--- src/rtl/rfu_pkg.sv ---
package rfu_pkg;

    localparam int FSEL_W = 3;

    localparam logic [FSEL_W-1:0] FN_ADD  = 3'd0;
    localparam logic [FSEL_W-1:0] FN_XOR  = 3'd1;
    localparam logic [FSEL_W-1:0] FN_AND  = 3'd2;
    localparam logic [FSEL_W-1:0] FN_OR   = 3'd3;
    localparam logic [FSEL_W-1:0] FN_BREV = 3'd4;
    localparam logic [FSEL_W-1:0] FN_ADD3 = 3'd5;

    typedef enum logic [1:0] {
        ST_IDLE = 2'd0,
        ST_WAIT = 2'd1,
        ST_MISS = 2'd2
    } disp_state_e;

endpackage

--- src/rtl/rfu_row.sv ---
module rfu_row
    import rfu_pkg::*;
#(
    parameter int DATA_W    = 32,
    parameter int REG_IDX_W = 5,
    parameter int TAG_W     = 6,
    parameter int NUM_SRC   = 3
) (
    input  logic                          clk,
    input  logic                          rst_n,
    input  logic                          cfg_load,
    input  logic [TAG_W-1:0]              cfg_tag,
    input  logic [NUM_SRC*REG_IDX_W-1:0]  cfg_srcs,
    input  logic [FSEL_W-1:0]             cfg_fsel,
    input  logic                          rf_we,
    input  logic [REG_IDX_W-1:0]          rf_waddr,
    input  logic [DATA_W-1:0]             rf_wdata,
    output logic                          row_live,
    output logic [TAG_W-1:0]              row_tag,
    output logic                          res_valid,
    output logic [DATA_W-1:0]             res_data
);

    logic                 live_q;
    logic [TAG_W-1:0]     tag_q;
    logic [FSEL_W-1:0]    fsel_q;
    logic [REG_IDX_W-1:0] src_q  [NUM_SRC];
    logic [DATA_W-1:0]    opnd_q [NUM_SRC];
    logic [NUM_SRC-1:0]   rdy_q;
    logic [NUM_SRC-1:0]   slot_hit;
    logic [NUM_SRC-1:0]   used;
    logic [DATA_W-1:0]    fn_out;
    logic                 val_q;
    logic [DATA_W-1:0]    res_q;

    always_ff @(posedge clk) begin
        if (!rst_n) begin
            live_q <= 1'b0;
            tag_q  <= '0;
            fsel_q <= '0;
        end else if (cfg_load) begin
            live_q <= 1'b1;
            tag_q  <= cfg_tag;
            fsel_q <= cfg_fsel;
        end
    end

    for (genvar s = 0; s < NUM_SRC; s++) begin : g_slot
        assign slot_hit[s] = rf_we && live_q && (rf_waddr == src_q[s]);

        always_ff @(posedge clk) begin
            if (!rst_n) begin
                src_q[s]  <= '0;
                opnd_q[s] <= '0;
                rdy_q[s]  <= 1'b0;
            end else if (cfg_load) begin
                src_q[s]  <= cfg_srcs[s*REG_IDX_W +: REG_IDX_W];
                rdy_q[s]  <= 1'b0;
            end else if (slot_hit[s]) begin
                opnd_q[s] <= rf_wdata;
                rdy_q[s]  <= 1'b1;
            end
        end
    end

    always_comb begin
        used    = '0;
        used[0] = 1'b1;
        if (fsel_q == FN_ADD3) begin
            used[1] = 1'b1;
            used[2] = 1'b1;
        end else if (fsel_q != FN_BREV) begin
            used[1] = 1'b1;
        end
    end

    always_comb begin
        fn_out = '0;
        case (fsel_q)
            FN_ADD:  fn_out = opnd_q[0] + opnd_q[1];
            FN_XOR:  fn_out = opnd_q[0] ^ opnd_q[1];
            FN_AND:  fn_out = opnd_q[0] & opnd_q[1];
            FN_OR:   fn_out = opnd_q[0] | opnd_q[1];
            FN_BREV: begin
                for (int i = 0; i < DATA_W; i++) begin
                    fn_out[i] = opnd_q[0][DATA_W-1-i];
                end
            end
            FN_ADD3: fn_out = opnd_q[0] + opnd_q[1] + opnd_q[2];
            default: fn_out = '0;
        endcase
    end

    always_ff @(posedge clk) begin
        if (!rst_n) begin
            val_q <= 1'b0;
            res_q <= '0;
        end else if (cfg_load) begin
            val_q <= 1'b0;
            res_q <= '0;
        end else begin
            val_q <= ((rdy_q & used) == used) && !(|(slot_hit & used));
            res_q <= fn_out;
        end
    end

    assign row_live  = live_q;
    assign row_tag   = tag_q;
    assign res_valid = val_q;
    assign res_data  = res_q;

endmodule

--- src/rtl/rfu_match.sv ---
module rfu_match #(
    parameter int NUM_ROWS  = 4,
    parameter int TAG_W     = 6,
    localparam int ROW_IDX_W = (NUM_ROWS > 1) ? $clog2(NUM_ROWS) : 1
) (
    input  logic [NUM_ROWS-1:0]       live,
    input  logic [NUM_ROWS*TAG_W-1:0] tags,
    input  logic [TAG_W-1:0]          op,
    output logic                      hit,
    output logic [ROW_IDX_W-1:0]      idx
);

    always_comb begin
        hit = 1'b0;
        idx = '0;
        for (int r = NUM_ROWS - 1; r >= 0; r--) begin
            if (live[r] && (tags[r*TAG_W +: TAG_W] == op)) begin
                hit = 1'b1;
                idx = ROW_IDX_W'(r);
            end
        end
    end

endmodule

--- src/rtl/rfu_issue_fsm.sv ---
module rfu_issue_fsm
    import rfu_pkg::*;
#(
    parameter int NUM_ROWS  = 4,
    parameter int DATA_W    = 32,
    localparam int ROW_IDX_W = (NUM_ROWS > 1) ? $clog2(NUM_ROWS) : 1
) (
    input  logic                       clk,
    input  logic                       rst_n,
    input  logic                       iss_valid,
    input  logic                       look_hit,
    input  logic [ROW_IDX_W-1:0]       look_idx,
    input  logic [NUM_ROWS-1:0]        row_valid,
    input  logic [NUM_ROWS*DATA_W-1:0] row_data,
    output logic                       stall,
    output logic                       miss,
    output logic                       wb_valid,
    output logic [DATA_W-1:0]          wb_data
);

    disp_state_e          st_q, st_d;
    logic [ROW_IDX_W-1:0] wait_q;

    always_ff @(posedge clk) begin
        if (!rst_n) begin
            st_q   <= ST_IDLE;
            wait_q <= '0;
        end else begin
            st_q <= st_d;
            if (st_d == ST_WAIT && st_q != ST_WAIT) begin
                wait_q <= look_idx;
            end
        end
    end

    always_comb begin
        st_d     = st_q;
        stall    = 1'b0;
        miss     = 1'b0;
        wb_valid = 1'b0;
        wb_data  = '0;
        unique case (st_q)
            ST_IDLE, ST_MISS: begin
                if (!iss_valid) begin
                    st_d = ST_IDLE;
                end else if (!look_hit) begin
                    stall = 1'b1;
                    miss  = 1'b1;
                    st_d  = ST_MISS;
                end else if (row_valid[look_idx]) begin
                    wb_valid = 1'b1;
                    wb_data  = row_data[look_idx*DATA_W +: DATA_W];
                    st_d     = ST_IDLE;
                end else begin
                    stall = 1'b1;
                    st_d  = ST_WAIT;
                end
            end
            ST_WAIT: begin
                if (!iss_valid) begin
                    st_d = ST_IDLE;
                end else if (row_valid[wait_q]) begin
                    wb_valid = 1'b1;
                    wb_data  = row_data[wait_q*DATA_W +: DATA_W];
                    st_d     = ST_IDLE;
                end else begin
                    stall = 1'b1;
                end
            end
            default: st_d = ST_IDLE;
        endcase
    end

endmodule

--- src/rtl/rfu_dispatch.sv ---
module rfu_dispatch
    import rfu_pkg::*;
#(
    parameter int NUM_ROWS  = 4,
    parameter int TAG_W     = 6,
    parameter int REG_IDX_W = 5,
    parameter int NUM_SRC   = 3,
    parameter int DATA_W    = 32,
    localparam int ROW_IDX_W = (NUM_ROWS > 1) ? $clog2(NUM_ROWS) : 1,
    localparam int SRC_BUS_W = NUM_SRC * REG_IDX_W
) (
    input  logic                 clk,
    input  logic                 rst_n,
    input  logic                 cfg_we,
    input  logic [ROW_IDX_W-1:0] cfg_row,
    input  logic [TAG_W-1:0]     cfg_tag,
    input  logic [SRC_BUS_W-1:0] cfg_srcs,
    input  logic [FSEL_W-1:0]    cfg_fsel,
    input  logic                 rf_we,
    input  logic [REG_IDX_W-1:0] rf_waddr,
    input  logic [DATA_W-1:0]    rf_wdata,
    input  logic                 iss_valid,
    input  logic [TAG_W-1:0]     iss_op,
    output logic                 stall,
    output logic                 miss,
    output logic                 wb_valid,
    output logic [DATA_W-1:0]    wb_data
);

    logic [NUM_ROWS-1:0]        row_live;
    logic [NUM_ROWS-1:0]        row_valid;
    logic [NUM_ROWS*TAG_W-1:0]  row_tags;
    logic [NUM_ROWS*DATA_W-1:0] row_data;
    logic                       look_hit;
    logic [ROW_IDX_W-1:0]       look_idx;

    for (genvar r = 0; r < NUM_ROWS; r++) begin : g_row
        rfu_row #(
            .DATA_W    (DATA_W),
            .REG_IDX_W (REG_IDX_W),
            .TAG_W     (TAG_W),
            .NUM_SRC   (NUM_SRC)
        ) u_row (
            .clk       (clk),
            .rst_n     (rst_n),
            .cfg_load  (cfg_we && (cfg_row == ROW_IDX_W'(r))),
            .cfg_tag   (cfg_tag),
            .cfg_srcs  (cfg_srcs),
            .cfg_fsel  (cfg_fsel),
            .rf_we     (rf_we),
            .rf_waddr  (rf_waddr),
            .rf_wdata  (rf_wdata),
            .row_live  (row_live[r]),
            .row_tag   (row_tags[r*TAG_W +: TAG_W]),
            .res_valid (row_valid[r]),
            .res_data  (row_data[r*DATA_W +: DATA_W])
        );
    end

    rfu_match #(
        .NUM_ROWS (NUM_ROWS),
        .TAG_W    (TAG_W)
    ) u_match (
        .live (row_live),
        .tags (row_tags),
        .op   (iss_op),
        .hit  (look_hit),
        .idx  (look_idx)
    );

    rfu_issue_fsm #(
        .NUM_ROWS (NUM_ROWS),
        .DATA_W   (DATA_W)
    ) u_fsm (
        .clk       (clk),
        .rst_n     (rst_n),
        .iss_valid (iss_valid),
        .look_hit  (look_hit),
        .look_idx  (look_idx),
        .row_valid (row_valid),
        .row_data  (row_data),
        .stall     (stall),
        .miss      (miss),
        .wb_valid  (wb_valid),
        .wb_data   (wb_data)
    );

endmodule

--- config.mk ---
export PLATFORM = sky130hd
export DESIGN_NAME = rfu_dispatch
export DESIGN_NICKNAME = d
export VERILOG_FILES = /design/src/rtl/rfu_pkg.sv /design/src/rtl/rfu_row.sv /design/src/rtl/rfu_match.sv /design/src/rtl/rfu_issue_fsm.sv /design/src/rtl/rfu_dispatch.sv
export SDC_FILE = /design/constraint.sdc
export NUM_CORES = 2
export LEC_CHECK = 0
export BUFFER_PORTS_ARGS = -buffer_cell sky130_fd_sc_hd__buf_4
export CAP_MARGIN = 20
export CELL_PAD_IN_SITES_DETAIL_PLACEMENT = 0
export CELL_PAD_IN_SITES_GLOBAL_PLACEMENT = 2
export CORE_MARGIN = 2
export CORE_UTILIZATION = 40
export CTS_CLUSTER_DIAMETER = 80
export DETAILED_ROUTE_END_ITERATION = 8
export PLACE_DENSITY_LB_ADDON = 0.15
export SKIP_CTS_REPAIR_TIMING = 1
export SKIP_LAST_GASP = 1
export SLEW_MARGIN = 15
export SYNTH_ARGS = -nofsm -noshare
export SYNTH_HDL_FRONTEND = slang
export SYNTH_HIERARCHICAL = 1
export SYNTH_SLANG_ARGS = --single-unit
--- constraint.sdc ---
create_clock -name clk -period 6.41 [get_ports clk]
set_clock_uncertainty 0.1 [all_clocks]
set_input_delay 0.3205 -clock clk [delete_from_list [all_inputs] [get_ports clk]]
set_output_delay 0.3205 -clock clk [all_outputs]
set_load 0.01 [all_outputs]
==> reports/metrics.cfg <==
[status]
status = finished, violations left
violations = negative hold slack

[global_route]
overflow = 0
grt.total_usage_pct = 29.9
grt_pass1_wl_um = 254000
grt_pass1_vias = 35100
antenna_found_initial = 32
grt_max_degree = 49

[timing]
fin_crit_ns = 5.44
maxSlewViolCount = 0
slew_headroom_pct = 27.6
setup_slack_ns = 0.970
fmax_mhz = 184
finalSetupViolations = 0
setup_tns_ns = 0
tightest_slew_ns = 1.08
hold_ws_ns = -0.0164
period_share_pct = 84.9
finalHoldViolCount = 3
rsz0062_at_grt = false

[layout]
syn_to_final_growth_pct = 11.9
final_cells = 6401
finish.instance_area_um2 = 50700
final_nets = 5297
drive_gt1_share_pct = 9.93

[floorplanning]
fp.coreArea_um2 = 112000
dieArea_um2 = 116000
die_h_um = 341
die_x_um = 341
row_count = 123
initial_core_util_pct = 40.3
num_io_pins = 109

[placement]
placed_area_um2 = 47800
gp_congestion = 0.941
hpwlAfterDp_um = 128000
dp_slack_ns = 0.990
portBuffers = 108
place_inst = 6216

[run]
maxCapViolations = 0

[synthesis]
syn_area_um2 = 45300
synth-warning-count = 6
synth_area_per_cell_um2 = 9.49
netlist_instances = 4778
synthFlopType = edfxtp_1
yosysUniqueCellTypes = 120
synthArstFlopShare_pct = 0
synth_edf_count = 444
ys_seq_elements = 632
yosysSeqAreaShare_pct = 37.7
synthesis.nets = 5254

[route]
dr.pass1.iters = 6
wl_per_cell_um = 27.7
wl_met1_um = 82300
drt_wl_total_um = 177000
remaining_drc_errors = 0
highest_layer = met4
wl_met3_um = 15600
drtAntennaViolNets = 0
wl_met2_um = 73800
first_iter_violations = 4469
vias_per_cell = 5.85
vias = 37400

[power]
peakVddDrop_mv = 0.182
p_leak_nw = 20.7
finalPower_w = 0.0117
power_density_nw_per_um2 = 231

[worst_setup_path]
rr_worst_depth = 20
endpoint_kind = flip-flop
crit_arrival_ns = 5.86
r2r_end = g_row[2].u_row/res_data[29]$_SDFF_PP0_
crit_required_ns = 6.83
rrSetupSlack_ns = 0.97
cp-start-kind = flip-flop
crit_type = flip-flop to flip-flop
crit_path_max_fanout = 6
reg2reg_from = g_row[2].u_row/opnd_q[0][0]$_SDFFCE_PN0P_

[min_path]
hold_depth = 3
min-delay-start = cfg_fsel[1]
worst_hold_path_type = input port to flip-flop
holdPathEnd = g_row[1].u_row/fsel_q[1]$_SDFFE_PN0P_

[cts]
numClockSinks = 632
cts_tree = yes
clk_pin_slew_ns = 0.06
cts_max_level = 3
cts_made_buffers = 79
clk_latency_ns = 0.67
cts_max_path_buffers = 3
root_buffer = clkbuf_16

sequential cells by signal (all words and copies together), names as in the netlist:
| signal | cells |
|---|---|
| g_row.u_row/res_valid | 4 |
| g_row.u_row/row_live | 4 |
| g_row.u_row/row_tag | 24 |
| g_row.u_row/rdy_q | 12 |
| g_row.u_row/opnd_q | 384 |
| g_row.u_row/src_q | 60 |
| g_row.u_row/res_data | 128 |
| g_row.u_row/fsel_q | 12 |
| u_fsm/st_q | 2 |
| u_fsm/wait_q | 2 |
power by group:
group | switching, W | total, W | internal (W)
sequential | 0.000198 | 0.00477 | 0.00457
combinational | 0.00150 | 0.00236 | 0.000860
clock | 0.00192 | 0.00460 | 0.00268
routing by layer:
metal / track usage, % / vias up
met4: 9.58 / 0
met2: 42.8 / 1533
li1: - / 17300
met3: 4.77 / 207
met5: 0 / -
met1: 45.5 / 18300
synthesized netlist by cell type (9+ instances only):
cell | count | share of area (%)
mux4_2 | 66 | 3.3
buf_1 | 14 | 0.12
nor2b_1 | 63 | 0.87
a221o_1 | 20 | 0.44
o31ai_1 | 16 | 0.26
o21ai_1 | 19 | 0.21
a21o_1 | 112 | 1.9
or3_1 | 17 | 0.23
o21bai_1 | 33 | 0.55
o21a_1 | 37 | 0.61
nor2_1 | 254 | 2.1
o21ai_0 | 203 | 2.2
a221oi_1 | 77 | 1.5
nand3b_1 | 9 | 0.15
o22ai_1 | 31 | 0.43
a21boi_0 | 13 | 0.22
a21oi_1 | 374 | 4.1
nand3_1 | 131 | 1.4
dfxtp_1 | 188 | 8.3
xnor2_1 | 170 | 3.3
ha_1 | 394 | 11
clkbuf_1 | 185 | 1.5
nor3_1 | 47 | 0.52
and3_1 | 83 | 1.1
mux2i_1 | 44 | 0.97
nor4_1 | 19 | 0.26
a31oi_1 | 46 | 0.63
nand4_1 | 42 | 0.58
a22oi_1 | 86 | 1.4
and2_1 | 408 | 5.6
o211ai_1 | 47 | 0.78
buf_2 | 29 | 0.32
a211oi_1 | 36 | 0.60
edfxtp_1 | 444 | 29
nand2_1 | 301 | 2.5
nand2b_1 | 35 | 0.48
xor2_1 | 141 | 2.7
inv_1 | 352 | 2.9
per-stage QoR:
step	utilization [%]	hold WS, ns
2_1_floorplan	-	0.326
3_3_place_gp	42.5	0.333
6_report	45.1	-0.0164
3_5_place_dp	42.5	0.339
5_1_grt	45.1	0.000110
4_1_cts	44.8	-0.202
cells by family after synthesis:
| family | count (synthesis) | share of synthesized area [%] |
|---|---|---|
| and+or+nand+nor | 1463 | 17.0 |
| AOI/OAI and AO/OA | 1256 | 18.4 |
| DFF | 632 | 37.7 |
| buffers and inverters | 599 | 5.26 |
| adders and majority gates | 402 | 11.2 |
| xor gates and xnor gates | 313 | 6.08 |
| muxes | 113 | 4.32 |
final cells by class:
class                   count  area (um^2)
fillers                 10900        61800
multi-input cells        3547        26100
flip-flops and latches    632        17100
clock buffers             110         2300
well taps                1500         1880
repair buffers            209         1670
inverters                 352         1320
clock inverters            35          310
diodes                     16         40.0
critical path, stage by stage (launching register included):
cell       delay, ns
edfxtp_1        0.42
ha_1            0.26
fa_1            0.43
a21oi_1         0.18
o21ai_0         0.11
a21oi_1         0.15
buf_4           0.17
o21ai_0         0.18
a31oi_1         0.40
o31ai_1         0.14
xor2_1          0.45
ha_1            0.34
a21oi_1         0.26
o2111ai_1       0.14
o311ai_0        0.19
o211ai_1        0.20
o211ai_1        0.35
o311ai_0        0.19
xor2_1          0.18
a21oi_1         0.08
o21ai_0         0.35
how the worst max path moves through the flow:
stage / from / endpoint / slack, ns / cells after the start
after floorplan: g_row[0].u_row/opnd_q[0][0]$_SDFFCE_PN0P_ / g_row[0].u_row/res_data[26]$_SDFF_PP0_ / 1.93 / 20
after global placement: g_row[3].u_row/opnd_q[0][3]$_SDFFCE_PN0P_ / g_row[3].u_row/res_data[28]$_SDFF_PP0_ / 0.94 / 21
after detailed placement: g_row[3].u_row/opnd_q[0][3]$_SDFFCE_PN0P_ / g_row[3].u_row/res_data[28]$_SDFF_PP0_ / 0.99 / 21
after CTS: g_row[3].u_row/opnd_q[0][3]$_SDFFCE_PN0P_ / g_row[3].u_row/res_data[28]$_SDFF_PP0_ / 0.96 / 21
after global routing: g_row[3].u_row/opnd_q[0][3]$_SDFFCE_PN0P_ / g_row[3].u_row/res_data[28]$_SDFF_PP0_ / 0.52 / 21
final: g_row[2].u_row/opnd_q[0][0]$_SDFFCE_PN0P_ / g_row[2].u_row/res_data[29]$_SDFF_PP0_ / 0.97 / 20
placed cells by master (no fill, tap or decap), types with 181 or more instances in the layout:
master	instances
a21oi_1	374
inv_1	352
ha_1	394
buf_4	181
nand2_1	300
o21ai_0	191
edfxtp_1	444
nor2_1	238
and2_1	408
dfxtp_1	187
Note: power is estimated with default switching activity, not from simulation.
